**config.mk**
```make
export PLATFORM = sky130hd
export DESIGN_NAME = clk_ratio_seq
export DESIGN_NICKNAME = d
export VERILOG_FILES = /design/src/rtl/clkseq_pkg.sv /design/src/rtl/clkseq_rst_sync.sv /design/src/rtl/clkseq_field_filter.sv /design/src/rtl/clkseq_settle_timer.sv /design/src/rtl/clk_ratio_seq.sv
export SDC_FILE = /design/constraint.sdc
export NUM_CORES = 1
export LEC_CHECK = 0
export BUFFER_PORTS_ARGS = -buffer_cell sky130_fd_sc_hd__buf_2
export CORE_AREA = 2 2 73 75
export CTS_BUF_LIST = sky130_fd_sc_hd__clkbuf_8
export CTS_CLUSTER_DIAMETER = 40
export DETAILED_ROUTE_END_ITERATION = 8
export DIE_AREA = 0 0 75 77
export PLACE_DENSITY = 0.75
export SETUP_SLACK_MARGIN = 0.4
export SKIP_LAST_GASP = 1
export SLEW_MARGIN = 20
export SYNTH_ARGS = -nofsm -noshare
export SYNTH_HDL_FRONTEND = slang
export SYNTH_HIERARCHICAL = 1
export SYNTH_SLANG_ARGS = --single-unit
```
**constraint.sdc**
```tcl
create_clock -name clk -period 3.46 [get_ports clk]
set_input_delay 0 -clock clk [delete_from_list [all_inputs] [get_ports clk]]
set_output_delay 0 -clock clk [all_outputs]
set_load 0.01 [all_outputs]
```
**src/rtl/clkseq_pkg.sv**
```systemverilog
package clkseq_pkg;

  localparam int unsigned CODE_W = 3;

  typedef logic [CODE_W-1:0] code_t;

  typedef struct packed {
    code_t mul;
    code_t cdiv;
    code_t pdiv;
  } ratio_t;

  typedef enum logic {
    ST_IDLE   = 1'b0,
    ST_SETTLE = 1'b1
  } seq_state_e;

  localparam logic [1:0] SEL_RATIO = 2'b00;
  localparam logic [1:0] SEL_TIMER = 2'b01;
  localparam logic [1:0] SEL_CLEAR = 2'b10;

  localparam code_t MUL_RESET  = 3'b000;
  localparam code_t CDIV_RESET = 3'b000;
  localparam code_t PDIV_RESET = 3'b010;

  function automatic logic mul_legal(code_t c);
    return (c == 3'b000) || (c == 3'b001) || (c == 3'b011);
  endfunction

  function automatic logic div_legal(code_t c);
    return c <= 3'b100;
  endfunction

endpackage

```
**src/rtl/clkseq_rst_sync.sv**
```systemverilog
module clkseq_rst_sync (
  input  logic clk,
  input  logic rst_an,
  output logic rst_sn
);
  logic [1:0] sync_q;

  always_ff @(posedge clk or negedge rst_an) begin
    if (!rst_an) sync_q <= 2'b00;
    else         sync_q <= {sync_q[0], 1'b1};
  end

  assign rst_sn = sync_q[1];
endmodule

```
**src/rtl/clkseq_field_filter.sv**
```systemverilog
module clkseq_field_filter
  import clkseq_pkg::*;
#(
  parameter bit IS_MUL = 1'b0
) (
  input  code_t wr_code,
  input  code_t cur_code,
  output code_t use_code,
  output logic  bad
);
  always_comb begin
    bad      = IS_MUL ? !mul_legal(wr_code) : !div_legal(wr_code);
    use_code = bad ? cur_code : wr_code;
  end
endmodule

```
**src/rtl/clkseq_settle_timer.sv**
```systemverilog
module clkseq_settle_timer #(
  parameter int unsigned CNT_W = 8,
  parameter int unsigned PSC_W = 3
) (
  input  logic             clk,
  input  logic             rst_n,
  input  logic             load_en,
  input  logic [CNT_W-1:0] load_cnt,
  input  logic [PSC_W-1:0] load_psc,
  input  logic             start,
  output logic             running,
  output logic [CNT_W-1:0] cnt,
  output logic             ovf
);
  localparam int unsigned PRE_W = 1 << PSC_W;

  logic             run_q, run_d;
  logic [CNT_W-1:0] cnt_q, cnt_d;
  logic [PSC_W-1:0] psc_q, psc_d;
  logic [PRE_W-1:0] pre_q, pre_d;
  logic [PRE_W-1:0] pre_lim;
  logic             tick;

  always_comb begin
    pre_lim = {PRE_W{1'b1}} >> (PSC_W'(PRE_W - 1) - psc_q);
    tick    = run_q && (pre_q == pre_lim);
    ovf     = tick && (cnt_q == {CNT_W{1'b1}});
  end

  always_comb begin
    run_d = run_q;
    cnt_d = cnt_q;
    psc_d = psc_q;
    pre_d = pre_q;
    if (start) begin
      run_d = 1'b1;
      pre_d = '0;
    end else if (run_q) begin
      if (tick) begin
        pre_d = '0;
        cnt_d = cnt_q + 1'b1;
        if (ovf) run_d = 1'b0;
      end else begin
        pre_d = pre_q + 1'b1;
      end
    end else if (load_en) begin
      cnt_d = load_cnt;
      psc_d = load_psc;
    end
  end

  always_ff @(posedge clk or negedge rst_n) begin
    if (!rst_n) begin
      run_q <= 1'b0;
      cnt_q <= '0;
      psc_q <= '0;
      pre_q <= '0;
    end else begin
      run_q <= run_d;
      cnt_q <= cnt_d;
      psc_q <= psc_d;
      pre_q <= pre_d;
    end
  end

  assign running = run_q;
  assign cnt     = cnt_q;

  // the counter never starts on its own
  p_idle_stays_r7: assert property (@(posedge clk) disable iff (!rst_n)
    (!run_q && !start) |=> !run_q);

  // overflow wraps to zero and stops
  p_wrap_stop_r5: assert property (@(posedge clk) disable iff (!rst_n)
    ovf |=> (cnt_q == '0 && !run_q));

  // the count only moves on a prescaler tick
  p_step_on_tick_r3: assert property (@(posedge clk) disable iff (!rst_n)
    (run_q && !tick) |=> $stable(cnt_q));
endmodule

```
**src/rtl/clk_ratio_seq.sv**
```systemverilog
module clk_ratio_seq
  import clkseq_pkg::*;
#(
  parameter int unsigned CNT_W      = 8,
  parameter int unsigned PSC_W      = 3,
  parameter int unsigned DATA_W     = 16,
  parameter logic [7:0]  GATE_MODES = 8'b1000_0111
) (
  input  logic              clk,
  input  logic              rst_n,
  input  logic [2:0]        clk_mode,
  input  logic              wr_en,
  input  logic [1:0]        wr_sel,
  input  logic [DATA_W-1:0] wr_data,
  output logic [2:0]        mul_code,
  output logic [2:0]        core_div,
  output logic [2:0]        per_div,
  output logic              core_stall,
  output logic              core_clk_en,
  output logic              per_clk_en,
  output logic              cnt_running,
  output logic [CNT_W-1:0]  settle_cnt,
  output logic              busy,
  output logic              cfg_err,
  output logic              hazard
);
  localparam int unsigned NFIELD  = 3;
  localparam int unsigned PSC_LSB = CNT_W;

  logic       rst_sn;
  seq_state_e st_q, st_d;
  ratio_t     act_q, act_d, pend_q, pend_d, cand;
  logic       err_q, err_d, haz_q, haz_d;
  code_t      wr_f  [NFIELD];
  code_t      cur_f [NFIELD];
  code_t      use_f [NFIELD];
  logic       bad_f [NFIELD];
  logic       idle, wr_ratio, wr_timer, wr_clear, mul_chg, any_bad;
  logic       tmr_running, tmr_ovf, gate_mode;
  logic [CNT_W-1:0] tmr_cnt;

  clkseq_rst_sync u_rst_sync (
    .clk    (clk),
    .rst_an (rst_n),
    .rst_sn (rst_sn)
  );

  // field order: 0 core divider, 1 peripheral divider, 2 multiplier
  assign cur_f[0] = act_q.cdiv;
  assign cur_f[1] = act_q.pdiv;
  assign cur_f[2] = act_q.mul;

  for (genvar g = 0; g < NFIELD; g++) begin : g_field
    assign wr_f[g] = wr_data[g*CODE_W +: CODE_W];
    clkseq_field_filter #(.IS_MUL(g == NFIELD - 1)) u_filter (
      .wr_code  (wr_f[g]),
      .cur_code (cur_f[g]),
      .use_code (use_f[g]),
      .bad      (bad_f[g])
    );
  end

  always_comb begin
    idle      = (st_q == ST_IDLE);
    wr_ratio  = wr_en && (wr_sel == SEL_RATIO) && idle;
    wr_timer  = wr_en && (wr_sel == SEL_TIMER) && idle;
    wr_clear  = wr_en && (wr_sel == SEL_CLEAR) && wr_data[0];
    any_bad   = bad_f[0] || bad_f[1] || bad_f[2];
    cand.mul  = use_f[2];
    cand.cdiv = use_f[0];
    cand.pdiv = use_f[1];
    mul_chg   = wr_ratio && (cand.mul != act_q.mul);
    gate_mode = GATE_MODES[clk_mode];
  end

  clkseq_settle_timer #(.CNT_W(CNT_W), .PSC_W(PSC_W)) u_timer (
    .clk      (clk),
    .rst_n    (rst_sn),
    .load_en  (wr_timer),
    .load_cnt (wr_data[CNT_W-1:0]),
    .load_psc (wr_data[PSC_LSB +: PSC_W]),
    .start    (mul_chg),
    .running  (tmr_running),
    .cnt      (tmr_cnt),
    .ovf      (tmr_ovf)
  );

  always_comb begin
    st_d   = st_q;
    act_d  = act_q;
    pend_d = pend_q;
    err_d  = err_q;
    haz_d  = 1'b0;
    unique case (st_q)
      ST_IDLE: begin
        if (mul_chg) begin
          st_d   = ST_SETTLE;
          pend_d = cand;
        end else if (wr_ratio) begin
          act_d = cand;
          haz_d = (cand.cdiv != act_q.cdiv) && (cand.cdiv != cand.pdiv);
        end
      end
      ST_SETTLE: begin
        if (tmr_ovf) begin
          st_d  = ST_IDLE;
          act_d = pend_q;
        end
      end
      default: st_d = ST_IDLE;
    endcase
    if (wr_ratio && any_bad) err_d = 1'b1;
    else if (wr_clear)       err_d = 1'b0;
  end

  always_ff @(posedge clk or negedge rst_sn) begin
    if (!rst_sn) begin
      st_q   <= ST_IDLE;
      act_q  <= '{mul: MUL_RESET, cdiv: CDIV_RESET, pdiv: PDIV_RESET};
      pend_q <= '{mul: MUL_RESET, cdiv: CDIV_RESET, pdiv: PDIV_RESET};
      err_q  <= 1'b0;
      haz_q  <= 1'b0;
    end else begin
      st_q   <= st_d;
      act_q  <= act_d;
      pend_q <= pend_d;
      err_q  <= err_d;
      haz_q  <= haz_d;
    end
  end

  assign mul_code    = act_q.mul;
  assign core_div    = act_q.cdiv;
  assign per_div     = act_q.pdiv;
  assign busy        = (st_q == ST_SETTLE);
  assign core_stall  = (st_q == ST_SETTLE);
  assign core_clk_en = !((st_q == ST_SETTLE) && gate_mode);
  assign per_clk_en  = !((st_q == ST_SETTLE) && gate_mode);
  assign cnt_running = tmr_running;
  assign settle_cnt  = tmr_cnt;
  assign cfg_err     = err_q;
  assign hazard      = haz_q;

  // sequencer state and timer run flag agree
  p_run_matches_r3: assert property (@(posedge clk) disable iff (!rst_sn)
    (st_q == ST_SETTLE) == tmr_running);

  // gates open whenever no wait is in progress
  p_gates_open_r4: assert property (@(posedge clk) disable iff (!rst_sn)
    (st_q == ST_IDLE) |-> (core_clk_en && per_clk_en));

  // active codes frozen across a wait
  p_hold_ratio_r6: assert property (@(posedge clk) disable iff (!rst_sn)
    (st_q == ST_SETTLE && $past(st_q == ST_SETTLE)) |-> (act_q == $past(act_q)));

  // the wait ends only at counter overflow
  p_settle_until_ovf_r5: assert property (@(posedge clk) disable iff (!rst_sn)
    (st_q == ST_SETTLE && !tmr_ovf) |=> (st_q == ST_SETTLE));

  // only legal codes ever reach the outputs
  p_legal_out_r9: assert property (@(posedge clk) disable iff (!rst_sn)
    mul_legal(act_q.mul) && div_legal(act_q.cdiv) && div_legal(act_q.pdiv));
endmodule

```
==> flow_summary.html, run 1 <==
<table>
<tr><th>Metric</th><th>Value</th></tr>
<tr><th colspan="2">Pwr</th></tr>
<tr><td>Clock power frac</td><td>17.5%</td></tr>
<tr><td>Portion of total power attributed to combinational logic</td><td>41.1%</td></tr>
<tr><td>Switching power total</td><td>740 uW</td></tr>
<tr><td>Standby leakage power</td><td>0.00136 uW</td></tr>
<tr><td>Pwr Density</td><td>668 nW/um^2</td></tr>
<tr><td>VDD IR-drop max</td><td>359 uV</td></tr>
<tr><td>Proportion of power drawn by flip-flops and latches</td><td>41.4%</td></tr>
<tr><td>Power Internal</td><td>1270 uW</td></tr>
<tr><td>Switching portion of total power</td><td>36.8%</td></tr>
<tr><th colspan="2">Synth</th></tr>
<tr><td>Top cell type by total area after synthesis</td><td>sky130_fd_sc_hd__dfrtp_1</td></tr>
<tr><td>Ranking of synthesized cells by instance count</td><td>41 x sky130_fd_sc_hd__dfrtp_1, 27 x sky130_fd_sc_hd__nand2_1, 21 x sky130_fd_sc_hd__mux2_2</td></tr>
<tr><td>Synth Area in Adders</td><td>0.953%</td></tr>
<tr><td>Top flip-flop cell by instance count after synthesis</td><td>sky130_fd_sc_hd__dfrtp_1</td></tr>
<tr><td>Post-Synth Simple-Gate Area</td><td>20.3%</td></tr>
<tr><td>Yosys warning total</td><td>6</td></tr>
<tr><td>Fraction of registers with async set or reset after synthesis</td><td>100%</td></tr>
<tr><td>Nets in the synthesized netlist</td><td>289</td></tr>
<tr><td>Number of synthesized register bits</td><td>43</td></tr>
<tr><td>Synth Area in Compound Gates</td><td>14.1%</td></tr>
<tr><td>Register area share after synthesis</td><td>41.1%</td></tr>
<tr><td>Share of the synthesized area in the top cell type</td><td>39.1%</td></tr>
<tr><td>Synth Area per Inst</td><td>9.99 um^2</td></tr>
<tr><td>Number of distinct standard cells referenced by the synthesized netlist</td><td>63</td></tr>
<tr><td>Number of enable-type register cells in the synthesized netlist</td><td>0</td></tr>
<tr><td>Main combinational cell family by area after synthesis</td><td>simple AND/OR/NAND/NOR gates</td></tr>
<tr><td>Dominant cells by area after synthesis</td><td>sky130_fd_sc_hd__dfrtp_1 39%, sky130_fd_sc_hd__mux2_2 9.0%, sky130_fd_sc_hd__mux2_4 4.6%, sky130_fd_sc_hd__nand2_1 3.9%, sky130_fd_sc_hd__a21oi_1 3.4%</td></tr>
<tr><td>Number of cells produced by synthesis</td><td>263</td></tr>
<tr><td>Cell with the most instances after synthesis</td><td>sky130_fd_sc_hd__dfrtp_1</td></tr>
<tr><td>Post-Synthesis Cell Area</td><td>2630 um^2</td></tr>
<tr><td>XOR/XNOR share of the synthesized area</td><td>3.67%</td></tr>
<tr><td>Share of synthesized area spent on multiplexers</td><td>14.8%</td></tr>
<tr><th colspan="2">Floorplanning</th></tr>
<tr><td>Initial Utilization</td><td>52.8%</td></tr>
<tr><td># rows</td><td>26</td></tr>
<tr><td>Core region area</td><td>4980 um^2</td></tr>
<tr><td>Die Y-Extent</td><td>77 um</td></tr>
<tr><td>Number of I/O pins</td><td>48</td></tr>
<tr><td>Die outline width</td><td>75 um</td></tr>
<tr><td>Die area</td><td>5780 um^2</td></tr>
<tr><th colspan="2">Timing</th></tr>
<tr><td>Fin crit share</td><td>78.8%</td></tr>
<tr><td>Setup total negative slack</td><td>0 ps</td></tr>
<tr><td>Clock period minus final worst setup slack</td><td>2730 ps</td></tr>
<tr><td>Final count of negative-setup-slack endpoints</td><td>0</td></tr>
<tr><td>Final Max Tran Viols</td><td>0</td></tr>
<tr><td>Max-slew headroom at the worst pin</td><td>48.3%</td></tr>
<tr><td>Setup repair after global routing missed its margin</td><td>no</td></tr>
<tr><td>Max Clock Freq</td><td>367 MHz</td></tr>
<tr><td>Hold violation total from the final report</td><td>0</td></tr>
<tr><td>Worst hold slack</td><td>22.3 ps</td></tr>
<tr><td>Slew at the pin with the worst max-slew slack</td><td>776 ps</td></tr>
<tr><td>Maximum clock skew at final layout</td><td>9.85 ps</td></tr>
<tr><th colspan="2">Critical path</th></tr>
<tr><td>Peak fanout along the critical path</td><td>12</td></tr>
<tr><td>Startpoint-to-endpoint class of the critical path</td><td>reg2reg</td></tr>
<tr><td>Type of element launching the critical path</td><td>flop</td></tr>
<tr><td>Endpoint of the worst register-to-register path</td><td>mul_code[0]$_DFFE_PN0P_</td></tr>
<tr><td>Data required time at the worst endpoint</td><td>3640 ps</td></tr>
<tr><td>Worst setup path endpoint</td><td>mul_code[0]$_DFFE_PN0P_</td></tr>
<tr><td>Register-to-Register Path Depth</td><td>8</td></tr>
<tr><td>Arr. time, crit path</td><td>2910 ps</td></tr>
<tr><td>Worst setup slack for register-to-register paths</td><td>730 ps</td></tr>
<tr><td>Start point of the critical path</td><td>u_timer/pre_q[2]$_DFFE_PN0P_</td></tr>
<tr><td>Crit end category</td><td>flop</td></tr>
<tr><td>Reg2reg start</td><td>u_timer/pre_q[2]$_DFFE_PN0P_</td></tr>
<tr><th colspan="2">Place</th></tr>
<tr><td>Port Buffers</td><td>42</td></tr>
<tr><td>Final HPWL from detailed placement</td><td>4090 um</td></tr>
<tr><td>Post-Place Cell Area</td><td>2870 um^2</td></tr>
<tr><td>GPL Wtd Cong</td><td>0.842</td></tr>
<tr><td>Cell count after placement</td><td>366</td></tr>
<tr><th colspan="2">Final layout</th></tr>
<tr><td>Ratio of cells with drive above 1 in the final layout</td><td>30.8%</td></tr>
<tr><td>Syn-to-layout area delta</td><td>14.4%</td></tr>
<tr><td>Antenna fix cells</td><td>0</td></tr>
<tr><td>Number of non-filler instances in the completed layout</td><td>378</td></tr>
<tr><td>Summed area of non-filler cells in the final layout</td><td>3010 um^2</td></tr>
<tr><td>Final net count</td><td>333</td></tr>
<tr><th colspan="2">Route</th></tr>
<tr><td>Number of search-and-repair iterations in the first detailed-routing pass</td><td>4</td></tr>
<tr><td>Total DRC errors in the routed layout</td><td>0</td></tr>
<tr><td>Antenna-violating nets left</td><td>0</td></tr>
<tr><td>First DRT Iteration DRCs</td><td>250</td></tr>
<tr><td>Final Routed Wirelength</td><td>5790 um</td></tr>
<tr><td>Average wire per standard cell</td><td>15.3 um</td></tr>
<tr><td>Average via count per standard cell</td><td>5.73</td></tr>
<tr><td>Vias</td><td>2167</td></tr>
<tr><th colspan="2">Clock network</th></tr>
<tr><td>Max clock buf depth</td><td>2</td></tr>
<tr><td>Clock sink count</td><td>43</td></tr>
<tr><td>Clock tree from TritonCTS</td><td>built</td></tr>
<tr><td>Root buffer selected by CTS</td><td>sky130_fd_sc_hd__clkbuf_8</td></tr>
<tr><td>Clock buffer count from CTS</td><td>5</td></tr>
<tr><td>Quantity of gates resized following cts</td><td>0</td></tr>
<tr><td>Clock latency of the later-clocked register in the worst-skew pair</td><td>300 ps</td></tr>
<tr><td>H-tree depth reported by CTS</td><td>2</td></tr>
<tr><td>Worst-path clk slew</td><td>80 ps</td></tr>
<tr><th colspan="2">Global routing</th></tr>
<tr><td>Initial antenna violation count</td><td>0</td></tr>
<tr><td>Global routing usage summed across all routing layers</td><td>21.6%</td></tr>
<tr><td>Wire length of the first global-routing pass</td><td>9610 um</td></tr>
<tr><td>Leftover overflow at the end of global routing</td><td>0</td></tr>
<tr><td>Pin count of the biggest net entering global routing</td><td>24</td></tr>
<tr><td>Number of global-route vias before repair</td><td>2032</td></tr>
<tr><th colspan="2">Job</th></tr>
<tr><td>Max cap viols</td><td>0</td></tr>
<tr><th colspan="2">Run status</th></tr>
<tr><td>Status</td><td>completed</td></tr>
<tr><th colspan="2">Min path</th></tr>
<tr><td>Path type of the worst min-delay path</td><td>in2reg</td></tr>
</table>
==> flip-flops by register name, indices dropped and copies added, names as in the netlist <==
signal	cells
pend_q	9
u_timer/cnt	8
u_timer/pre_q	8
core_div	3
mul_code	3
per_div	3
u_timer/psc_q	3
u_rst_sync/sync_q	2
busy	1
cfg_err	1
hazard	1
u_timer/running	1
==> cell usage in the layout, fill, tap and decap left out, types with 3 or more instances in the layout <==
master                          instances
sky130_fd_sc_hd__buf_2                 42
sky130_fd_sc_hd__dfrtp_1               41
sky130_fd_sc_hd__nand2_1               27
sky130_fd_sc_hd__mux2_2                21
sky130_fd_sc_hd__a21oi_1               18
sky130_fd_sc_hd__nor2_1                12
sky130_fd_sc_hd__inv_1                 11
sky130_fd_sc_hd__nand3_1                8
sky130_fd_sc_hd__o21ai_0                8
sky130_fd_sc_hd__mux2_4                 8
sky130_fd_sc_hd__xnor2_1                7
sky130_fd_sc_hd__nor3_1                 7
sky130_fd_sc_hd__clkbuf_8               7
sky130_fd_sc_hd__nor2b_1                5
sky130_fd_sc_hd__nand2b_1               5
sky130_fd_sc_hd__xor2_1                 4
sky130_fd_sc_hd__dlygate4sd3_1          4
sky130_fd_sc_hd__buf_4                  4
sky130_fd_sc_hd__or2_2                  4
sky130_fd_sc_hd__and3_1                 3
sky130_fd_sc_hd__o21a_1                 3
sky130_fd_sc_hd__o211ai_1               3
sky130_fd_sc_hd__and2_1                 3
sky130_fd_sc_hd__o32ai_1                3
sky130_fd_sc_hd__o22ai_1                3
==> what timing repair did <==
| item | CTS | global route |
|---|---|---|
| buffers inserted | 0 | 0 |
| endpoints found under the hold margin | 5 | 0 |
| hold buffers | 4 | 0 |
==> how the worst min path moves through the flow <==
stage / startpoint / endpoint / slack, ps / depth (start not counted)
6_report: wr_sel[0] / cfg_err$_DFFE_PN0P_ / 20 / 4
5_1_grt: wr_sel[0] / cfg_err$_DFFE_PN0P_ / 20 / 4
4_1_cts: wr_sel[0] / cfg_err$_DFFE_PN0P_ / 10 / 4
3_5_place_dp: rst_n / u_rst_sync/sync_q[1]$_DFF_PN0_ / -210 / 1
3_3_place_gp: rst_n / u_rst_sync/sync_q[0]$_DFF_PN0_ / -210 / 1
2_1_floorplan: rst_n / u_rst_sync/sync_q[0]$_DFF_PN0_ / -300 / 0
==> power groups by stage <==
stage          combinational [uW]  clock, uW  sequential [uW]
3_3_place_gp                  795          0              835
3_5_place_dp                  821          0              839
6_report                      826        351              832
4_1_cts                       828        359              831
2_1_floorplan                 590          0              837
5_1_grt                       917        377              857
==> area by class of cell <==
class | instances | area [um^2]
flip-flops and latches | 43 | 1080
fillers | 443 | 1970
clock inverters | 1 | 3.75
well taps | 70 | 87.6
clock buffers | 7 | 96.3
inverters | 11 | 41.3
repair buffers | 50 | 280
multi-input cells | 196 | 1420
==> metal layers <==
| metal | global-route usage, % | wire length [um] | vias up |
|---|---|---|---|
| met2 | 33.1 | 2760 | 55 |
| met3 | 4.86 | 255 | 7 |
| met4 | 6.79 | 55 | 0 |
| met5 | 0 | 0 | - |
| met1 | 30.0 | 2720 | 1068 |
| li1 | - | - | 1037 |
==> metrics by stage <==
stage                     total power [uW]  util, %  worst slack (ps)
after global routing                  2150     60.4               511
after global placement                1630     57.6               904
final                                 2010     60.4               732
after detailed placement              1660     57.6               806
after CTS                             2020     60.4               787
after floorplan                       1430        -               899
==> logic make-up (layout without fill, tap and decap cells) <==
logic type | after synthesis | after routing
compound gates | 55 | 55
xor+xnor | 11 | 11
fa+ha+maj | 2 | 2
buf+inv | 24 | 69
flops | 43 | 43
mux | 32 | 32
other cells | 1 | 1
simple gates | 95 | 95
==> worst max-delay path: stages, from the launching register on <==
cell                        delay (ps)
sky130_fd_sc_hd__dfrtp_1           430
sky130_fd_sc_hd__inv_2              80
sky130_fd_sc_hd__a2111oi_0         560
sky130_fd_sc_hd__o211ai_1          170
sky130_fd_sc_hd__buf_4             200
sky130_fd_sc_hd__nor4_1            430
sky130_fd_sc_hd__nand2_1           180
sky130_fd_sc_hd__nand2_4           190
sky130_fd_sc_hd__mux2_2            360
Note: power is estimated with default switching activity, not from simulation.
==> inputs of run 2 (changes only) <==
CORE_AREA = 2 2 75 77   (was 2 2 73 75)
DIE_AREA = 0 0 77 79   (was 0 0 75 77)
clock period = 2.35 ns   (was 3.46 ns; I/O delays follow)
==> run 2 against run 1 <==
Against the previous run: clock skew is essentially flat; combinational power up 140%; critical path type unchanged; flip-flop and latch count unchanged; highest routed layer unchanged; wire length increased by 18%; critical path depth shrank 1; global-route usage grew 1.6 points; fmax up 22%; core utilization rose by 6.2 points; via count rose by 10%.
==> flow_summary.html, run 2 (synthesis results as in run 1) <==
<table>
<tr><th>Metric</th><th>Value</th></tr>
<tr><th colspan="2">Final layout</th></tr>
<tr><td>Most common library cell in the layout ignoring fill and taps</td><td>sky130_fd_sc_hd__buf_2</td></tr>
<tr><td>Summed area of non-filler cells in the final layout</td><td>3550 um^2 (+18%)</td></tr>
<tr><td>Ratio of cells with drive above 1 in the final layout</td><td>47.1% (+16 points)</td></tr>
<tr><td>Final net count</td><td>376 (+13%)</td></tr>
<tr><td>Combined flip-flop and latch cell area</td><td>1080 um^2 (+0.46%)</td></tr>
<tr><td>Number of flip-flops in the largest register</td><td>9 (unchanged)</td></tr>
<tr><td>Syn-to-layout area delta</td><td>35.3%</td></tr>
<tr><td>Number of inserted filler cells in the final layout</td><td>431 (-2.7%)</td></tr>
<tr><td>Register with the highest flop count</td><td>pend_q</td></tr>
<tr><td>Antenna fix cells</td><td>0 (unchanged)</td></tr>
<tr><td>Area of the multi-input gates</td><td>1600 um^2 (+13%)</td></tr>
<tr><td>Most frequent cells in the layout</td><td>42 x sky130_fd_sc_hd__buf_2, 37 x sky130_fd_sc_hd__dfrtp_1, 37 x sky130_fd_sc_hd__buf_4</td></tr>
<tr><th colspan="2">Clock network</th></tr>
<tr><td>Clock tree from TritonCTS</td><td>built</td></tr>
<tr><td>Clock buffer count from CTS</td><td>5 (unchanged)</td></tr>
<tr><td>Worst-path clk slew</td><td>80 ps (about the same)</td></tr>
<tr><td>Max clock buf depth</td><td>2 (unchanged)</td></tr>
<tr><td>Root buffer selected by CTS</td><td>sky130_fd_sc_hd__clkbuf_8</td></tr>
<tr><td>Clock latency of the later-clocked register in the worst-skew pair</td><td>290 ps (about the same)</td></tr>
<tr><td>H-tree depth reported by CTS</td><td>2 (unchanged)</td></tr>
<tr><td>Clock sink count</td><td>43 (unchanged)</td></tr>
<tr><th colspan="2">Timing</th></tr>
<tr><td>Maximum clock skew at final layout</td><td>9.86 ps (+0.00372 ps)</td></tr>
<tr><td>Max Clock Freq</td><td>447 MHz (+22%)</td></tr>
<tr><td>Final count of negative-setup-slack endpoints</td><td>0 (unchanged)</td></tr>
<tr><td>Worst hold slack</td><td>13.8 ps (-8.44 ps)</td></tr>
<tr><td>Fin crit share</td><td>95.2% (+16 points)</td></tr>
<tr><td>Clock period minus final worst setup slack</td><td>2240 ps (-491 ps)</td></tr>
<tr><td>Setup repair after global routing missed its margin</td><td>yes</td></tr>
<tr><td>Hold violation total from the final report</td><td>0 (unchanged)</td></tr>
<tr><td>Final Max Tran Viols</td><td>0 (unchanged)</td></tr>
<tr><td>Slew at the pin with the worst max-slew slack</td><td>536 ps (-240 ps)</td></tr>
<tr><td>Max-slew headroom at the worst pin</td><td>64.3% (+16 points)</td></tr>
<tr><th colspan="2">Route</th></tr>
<tr><td>Final Routed Wirelength</td><td>6830 um (+18%)</td></tr>
<tr><td>Number of search-and-repair iterations in the first detailed-routing pass</td><td>4 (unchanged)</td></tr>
<tr><td>First DRT Iteration DRCs</td><td>170 (-32%)</td></tr>
<tr><td>Average via count per standard cell</td><td>5.65 (-1.4%)</td></tr>
<tr><td>Total DRC errors in the routed layout</td><td>0 (unchanged)</td></tr>
<tr><td>Antenna-violating nets left</td><td>0 (unchanged)</td></tr>
<tr><td>Vias</td><td>2385 (+10%)</td></tr>
<tr><td>Average wire per standard cell</td><td>16.2 um (+5.5%)</td></tr>
<tr><th colspan="2">Critical path</th></tr>
<tr><td>Worst path cell trace</td><td>or3_4, a2bb2oi_1, a32o_2, nor4_4, nand2_2, nand2_4, mux2_2</td></tr>
<tr><td>Slowest-stage cell, CP</td><td>sky130_fd_sc_hd__dfrtp_2</td></tr>
<tr><td>Crit end category</td><td>flop</td></tr>
<tr><td>Type of element launching the critical path</td><td>flop</td></tr>
<tr><td>Data required time at the worst endpoint</td><td>2520 ps (-1120 ps)</td></tr>
<tr><td>Startpoint-to-endpoint class of the critical path</td><td>reg2reg</td></tr>
<tr><td>Peak fanout along the critical path</td><td>7 (-5)</td></tr>
<tr><td>Worst setup slack for register-to-register paths</td><td>110 ps (-620 ps)</td></tr>
<tr><td>Max stage delay on crit path</td><td>460 ps (-100 ps)</td></tr>
<tr><td>Arr. time, crit path</td><td>2410 ps (-500 ps)</td></tr>
<tr><th colspan="2">Global routing</th></tr>
<tr><td>Global routing usage summed across all routing layers</td><td>23.1% (+1.6 points)</td></tr>
<tr><td>Initial antenna violation count</td><td>0 (unchanged)</td></tr>
<tr><td>Pin count of the biggest net entering global routing</td><td>31 (+29%)</td></tr>
<tr><td>Wire length of the first global-routing pass</td><td>11200 um (+16%)</td></tr>
<tr><td>Leftover overflow at the end of global routing</td><td>0 (unchanged)</td></tr>
<tr><td>Number of global-route vias before repair</td><td>2373 (+17%)</td></tr>
<tr><th colspan="2">Floorplanning</th></tr>
<tr><td># rows</td><td>27 (+3.8%)</td></tr>
<tr><td>Die Y-Extent</td><td>79 um (+2.6%)</td></tr>
<tr><td>Number of I/O pins</td><td>48 (unchanged)</td></tr>
<tr><td>Core region area</td><td>5340 um^2 (+7.2%)</td></tr>
<tr><td>Die area</td><td>6080 um^2 (+5.3%)</td></tr>
<tr><td>Initial Utilization</td><td>49.2% (-3.6 points)</td></tr>
<tr><td>Die outline width</td><td>77 um (+2.7%)</td></tr>
<tr><th colspan="2">Pwr</th></tr>
<tr><td>Pwr Density</td><td>1040 nW/um^2 (+56%)</td></tr>
<tr><td>Standby leakage power</td><td>0.00163 uW (+20%)</td></tr>
<tr><td>VDD IR-drop max</td><td>557 uV (+55%)</td></tr>
<tr><th colspan="2">Place</th></tr>
<tr><td>Port Buffers</td><td>42 (unchanged)</td></tr>
<tr><td>GPL Wtd Cong</td><td>0.842 (about the same)</td></tr>
<tr><td>Post-Place Cell Area</td><td>3020 um^2 (+5.5%)</td></tr>
<tr><td>Final HPWL from detailed placement</td><td>4450 um (+8.7%)</td></tr>
<tr><th colspan="2">Run status</th></tr>
<tr><td>Status</td><td>completed</td></tr>
<tr><th colspan="2">Min path</th></tr>
<tr><td>Path type of the worst min-delay path</td><td>in2reg</td></tr>
<tr><th colspan="2">Job</th></tr>
<tr><td>Max cap viols</td><td>0 (unchanged)</td></tr>
</table>
==> run 2: path summary, 6_finish.rpt <==
check,start,to,depth (start not counted)
max in group asynchronous,u_rst_sync/sync_q[1]$_DFF_PN0_,mul_code[0]$_DFFE_PN0P_,1
worst max register to register,u_timer/psc_q[1]$_DFFE_PN0P_,mul_code[0]$_DFFE_PN0P_,7
worst max-delay path,u_timer/psc_q[1]$_DFFE_PN0P_,mul_code[0]$_DFFE_PN0P_,7
min in group asynchronous,rst_n,u_rst_sync/sync_q[0]$_DFF_PN0_,2
worst min-delay path,wr_data[8],u_timer/psc_q[0]$_DFFE_PN0P_,3
worst min register to register,u_rst_sync/sync_q[1]$_DFF_PN0_,pend_q[8]$_DFFE_PN0P_,0
==> run 2: worst max-delay path: cells and delay by family, from the launching register on <==
family             cells  cell delay, ps
and+or+nand+nor        4             880
DFF                    1             460
AOI/OAI and AO/OA      2             410
muxes                  1             360
==> run 2: timing repair <==
item,in CTS,in global routing
setup endpoints to repair,17,35
gates cloned,1,0
buffers inserted,22,5
pin swaps,15,12
hold buffers,3,0
endpoints found under the hold margin,4,0
resized for setup,26,24
==> run 2: cell type report <==
cell class                 instances  area share, %
clock buffer                       5           1.94
clock inverter                     2          0.951
inverter                          11           1.16
multi-input combinational        197           44.9
sequential                        43           30.5
tap                               72           2.54
timing repair buffer              92           18.0
==> run 2: routing by layer <==
| metal | routed length (um) | GRT usage, % | part of all wire, % | up-vias |
|---|---|---|---|---|
| li1 | - | - | - | 1116 |
| met1 | 2870 | 30.5 | 42 | 1163 |
| met2 | 3490 | 39.8 | 51 | 93 |
| met3 | 381 | 3.30 | 5.6 | 13 |
| met4 | 85 | 7.14 | 1.2 | 0 |
| met5 | 0 | 0 | 0 | - |
==> run 2: metrics by stage <==
step / worst slack (ps) / total power [uW] / util, % / setup TNS (ps) / instances
CTS: 124 / 3530 / 64.2 / 0 / 417
floorplan: 29.5 / 2140 / - / 0 / 263
finish: 113 / 3700 / 66.6 / 0 / 422
detailed placement: -12.4 / 2580 / 56.6 / -30.5 / 384
global placement: 107 / 2530 / 56.6 / 0 / 384
global route: -2.24 / 3950 / 66.6 / -2.24 / 422
==> run 2: report_power, final <==
part / internal [uW] / leakage [uW] / switching [uW]
sequential: 981 / 0.000533 / 208
combinational: 1090 / 0.00104 / 877
clock: 307 / 0.0000554 / 236
total: 2380 / 0.00163 / 1320
==> inputs of run 3 (changes only) <==
CTS_CLUSTER_DIAMETER = 50   (was 40)
PLACE_DENSITY = unset   (was 0.75)
PLACE_DENSITY_LB_ADDON = 0.3   (was unset)
==> run 3 against run 2 <==
Against the previous run: power is 3.8% lower; clock-buffer cell count unchanged; core utilization is 0.49 points higher; combinational power is 9% lower; sequential power barely moved; setup slack got worse by 38 ps; register-to-register slack got worse by 40 ps; final cell count increased by 0.71%; worst hold slack improved by 24 ps; first-iteration DRC count fell by 46%; largest cell class unchanged.
==> flow_summary.html, run 3 (synthesis results as in run 1) <==
<table>
<tr><th>Metric</th><th>Value</th></tr>
<tr><th colspan="2">Run status</th></tr>
<tr><td>Status</td><td>completed</td></tr>
<tr><th colspan="2">Place</th></tr>
<tr><td>GPL Wtd Cong</td><td>0.826 (-1.9%)</td></tr>
<tr><td>Post-Place Cell Area</td><td>3030 um^2 (+0.12%)</td></tr>
<tr><td>Port Buffers</td><td>42 (unchanged)</td></tr>
<tr><td>Cell count after placement</td><td>386 (+0.52%)</td></tr>
<tr><td>Final HPWL from detailed placement</td><td>4450 um (+0.16%)</td></tr>
<tr><th colspan="2">Timing</th></tr>
<tr><td>Max Clock Freq</td><td>440 MHz (-1.7%)</td></tr>
<tr><td>Maximum clock skew at final layout</td><td>14.1 ps (+4.23 ps)</td></tr>
<tr><td>Setup total negative slack</td><td>0 ps (unchanged)</td></tr>
<tr><td>Setup repair after global routing missed its margin</td><td>yes</td></tr>
<tr><td>Fin crit share</td><td>96.8% (+1.6 points)</td></tr>
<tr><td>Max-slew headroom at the worst pin</td><td>39.2% (-25 points)</td></tr>
<tr><td>Final count of negative-setup-slack endpoints</td><td>0 (unchanged)</td></tr>
<tr><td>Slew at the pin with the worst max-slew slack</td><td>911 ps (+375 ps)</td></tr>
<tr><td>Hold violation total from the final report</td><td>0 (unchanged)</td></tr>
<tr><td>Final Max Tran Viols</td><td>0 (unchanged)</td></tr>
<tr><td>Clock period minus final worst setup slack</td><td>2280 ps (+38.0 ps)</td></tr>
<tr><th colspan="2">Critical path</th></tr>
<tr><td>Arr. time, crit path</td><td>2470 ps (+60 ps)</td></tr>
<tr><td>Type of element launching the critical path</td><td>flop</td></tr>
<tr><td>Data required time at the worst endpoint</td><td>2540 ps (+20 ps)</td></tr>
<tr><td>Startpoint-to-endpoint class of the critical path</td><td>reg2reg</td></tr>
<tr><td>Reg2reg start</td><td>u_timer/psc_q[2]$_DFFE_PN0P_</td></tr>
<tr><td>Peak fanout along the critical path</td><td>6 (-1)</td></tr>
<tr><td>Crit end category</td><td>flop</td></tr>
<tr><td>Start point of the critical path</td><td>u_timer/psc_q[2]$_DFFE_PN0P_</td></tr>
<tr><th colspan="2">Floorplanning</th></tr>
<tr><td>Core region area</td><td>5340 um^2 (unchanged)</td></tr>
<tr><td>Die area</td><td>6080 um^2 (unchanged)</td></tr>
<tr><td>Initial Utilization</td><td>49.2% (unchanged)</td></tr>
<tr><td>Number of I/O pins</td><td>48 (unchanged)</td></tr>
<tr><td># rows</td><td>27 (unchanged)</td></tr>
<tr><td>Die Y-Extent</td><td>79 um (unchanged)</td></tr>
<tr><td>Die outline width</td><td>77 um (unchanged)</td></tr>
<tr><th colspan="2">Clock network</th></tr>
<tr><td>Max clock buf depth</td><td>2 (unchanged)</td></tr>
<tr><td>Clock tree from TritonCTS</td><td>built</td></tr>
<tr><td>Worst-path clk slew</td><td>90 ps (about the same)</td></tr>
<tr><td>Clock buffer count from CTS</td><td>5 (unchanged)</td></tr>
<tr><td>H-tree depth reported by CTS</td><td>2 (unchanged)</td></tr>
<tr><td>Clock sink count</td><td>43 (unchanged)</td></tr>
<tr><td>Root buffer selected by CTS</td><td>sky130_fd_sc_hd__clkbuf_8</td></tr>
<tr><td>Clock latency of the later-clocked register in the worst-skew pair</td><td>300 ps (about the same)</td></tr>
<tr><th colspan="2">Final layout</th></tr>
<tr><td>Number of flip-flops in the largest register</td><td>9 (unchanged)</td></tr>
<tr><td>Number of non-filler instances in the completed layout</td><td>425 (+0.71%)</td></tr>
<tr><td>Summed area of non-filler cells in the final layout</td><td>3580 um^2 (+0.74%)</td></tr>
<tr><td>Register with the highest flop count</td><td>pend_q</td></tr>
<tr><td>Antenna fix cells</td><td>0 (unchanged)</td></tr>
<tr><td>Syn-to-layout area delta</td><td>36.3%</td></tr>
<tr><td>Ratio of cells with drive above 1 in the final layout</td><td>46.7% (-0.40 points)</td></tr>
<tr><td>Most frequent cells in the layout</td><td>42 x sky130_fd_sc_hd__buf_2, 39 x sky130_fd_sc_hd__buf_4, 37 x sky130_fd_sc_hd__dfrtp_1</td></tr>
<tr><td>Number of inserted filler cells in the final layout</td><td>431 (unchanged)</td></tr>
<tr><td>Area of the multi-input gates</td><td>1580 um^2 (-1.1%)</td></tr>
<tr><td>Final net count</td><td>378 (+0.53%)</td></tr>
<tr><td>Combined flip-flop and latch cell area</td><td>1080 um^2 (unchanged)</td></tr>
<tr><td>Most common library cell in the layout ignoring fill and taps</td><td>sky130_fd_sc_hd__buf_2</td></tr>
<tr><th colspan="2">Global routing</th></tr>
<tr><td>Global routing usage summed across all routing layers</td><td>23.7% (+0.56 points)</td></tr>
<tr><td>Number of global-route vias before repair</td><td>2339 (-1.4%)</td></tr>
<tr><td>Pin count of the biggest net entering global routing</td><td>42 (+35%)</td></tr>
<tr><td>Leftover overflow at the end of global routing</td><td>0 (unchanged)</td></tr>
<tr><td>Initial antenna violation count</td><td>0 (unchanged)</td></tr>
<tr><td>Wire length of the first global-routing pass</td><td>11500 um (+2.5%)</td></tr>
<tr><th colspan="2">Route</th></tr>
<tr><td>Number of search-and-repair iterations in the first detailed-routing pass</td><td>4 (unchanged)</td></tr>
<tr><td>Total DRC errors in the routed layout</td><td>0 (unchanged)</td></tr>
<tr><td>Average wire per standard cell</td><td>16.4 um (+1.5%)</td></tr>
<tr><td>Average via count per standard cell</td><td>5.54 (-2.0%)</td></tr>
<tr><td>Vias</td><td>2354 (-1.3%)</td></tr>
<tr><td>Final Routed Wirelength</td><td>6980 um (+2.2%)</td></tr>
<tr><td>Antenna-violating nets left</td><td>0 (unchanged)</td></tr>
<tr><td>First DRT Iteration DRCs</td><td>92 (-46%)</td></tr>
<tr><th colspan="2">Job</th></tr>
<tr><td>Max cap viols</td><td>0 (unchanged)</td></tr>
<tr><th colspan="2">Pwr</th></tr>
<tr><td>Standby leakage power</td><td>0.00164 uW (+0.58%)</td></tr>
<tr><td>Pwr Density</td><td>995 nW/um^2 (-4.5%)</td></tr>
<tr><td>VDD IR-drop max</td><td>510 uV (-8.5%)</td></tr>
<tr><th colspan="2">Min path</th></tr>
<tr><td>Origin of the worst min-delay path</td><td>wr_sel[0]</td></tr>
<tr><td>Path type of the worst min-delay path</td><td>in2reg</td></tr>
</table>
==> run 3: stage by stage <==
stage | util, % | hold WS, ps | power, uW | worst slack, ps
after detailed placement | 56.7 | -215 | 2600 | 82.1
after global routing | 67.1 | 55.1 | 3790 | 5.57
after global placement | 56.7 | -215 | 2560 | 115
after CTS | 64.1 | 20.5 | 3430 | 169
final | 67.1 | 37.5 | 3560 | 75.0
after floorplan | - | -296 | 2140 | 29.5
==> run 3: critical path: stages (launching register included) <==
cell	delay (ps)
sky130_fd_sc_hd__dfrtp_2	450
sky130_fd_sc_hd__or3_4	400
sky130_fd_sc_hd__a2bb2oi_1	150
sky130_fd_sc_hd__a32o_2	260
sky130_fd_sc_hd__nor4_4	270
sky130_fd_sc_hd__nand2_2	140
sky130_fd_sc_hd__nand2_2	160
sky130_fd_sc_hd__mux2_2	340
==> run 3: worst paths after layout <==
check,cells after the start,slack (ps),endpoint
min in group asynchronous,0,410,mul_code[1]$_DFFE_PN0P_
setup reg to reg,7,70,core_div[2]$_DFFE_PN0P_
hold / removal,4,40,cfg_err$_DFFE_PN0P_
hold reg to reg,0,360,u_rst_sync/sync_q[1]$_DFF_PN0_
setup / recovery,7,70,core_div[2]$_DFFE_PN0P_
max in group asynchronous,0,1300,u_timer/psc_q[0]$_DFFE_PN0P_
==> run 3: layer usage <==
layer	vias up	part of all wire (%)	GRT usage [%]
met5	-	0	0
met4	0	1.5	8.04
met3	11	4.3	3.64
met2	66	49	39.7
met1	1148	45	31.6
li1	1129	-	-
==> run 3: final cells by class <==
class,instances,share of cell area [%]
multi-input combinational,197,44.1
clock buffer,5,1.92
sequential,43,30.3
tap,72,2.52
timing repair buffer,94,18.8
clock inverter,3,1.22
inverter,11,1.15
==> run 3: repair_timing <==
item | CTS | global route
setup buffers | 16 | 8
gates resized for setup | 27 | 18
hold buffers | 5 | 0
pin swaps | 15 | 11
gates cloned | 1 | 1
endpoints found under the setup margin | 17 | 35
endpoints found under the hold margin | 5 | 0
==> run 3: where the power goes <==
part / leakage, uW / internal [uW] / switching, uW
logic: 0.00105 / 972 / 824
clock network: 0.0000581 / 317 / 265
registers: 0.000534 / 979 / 205
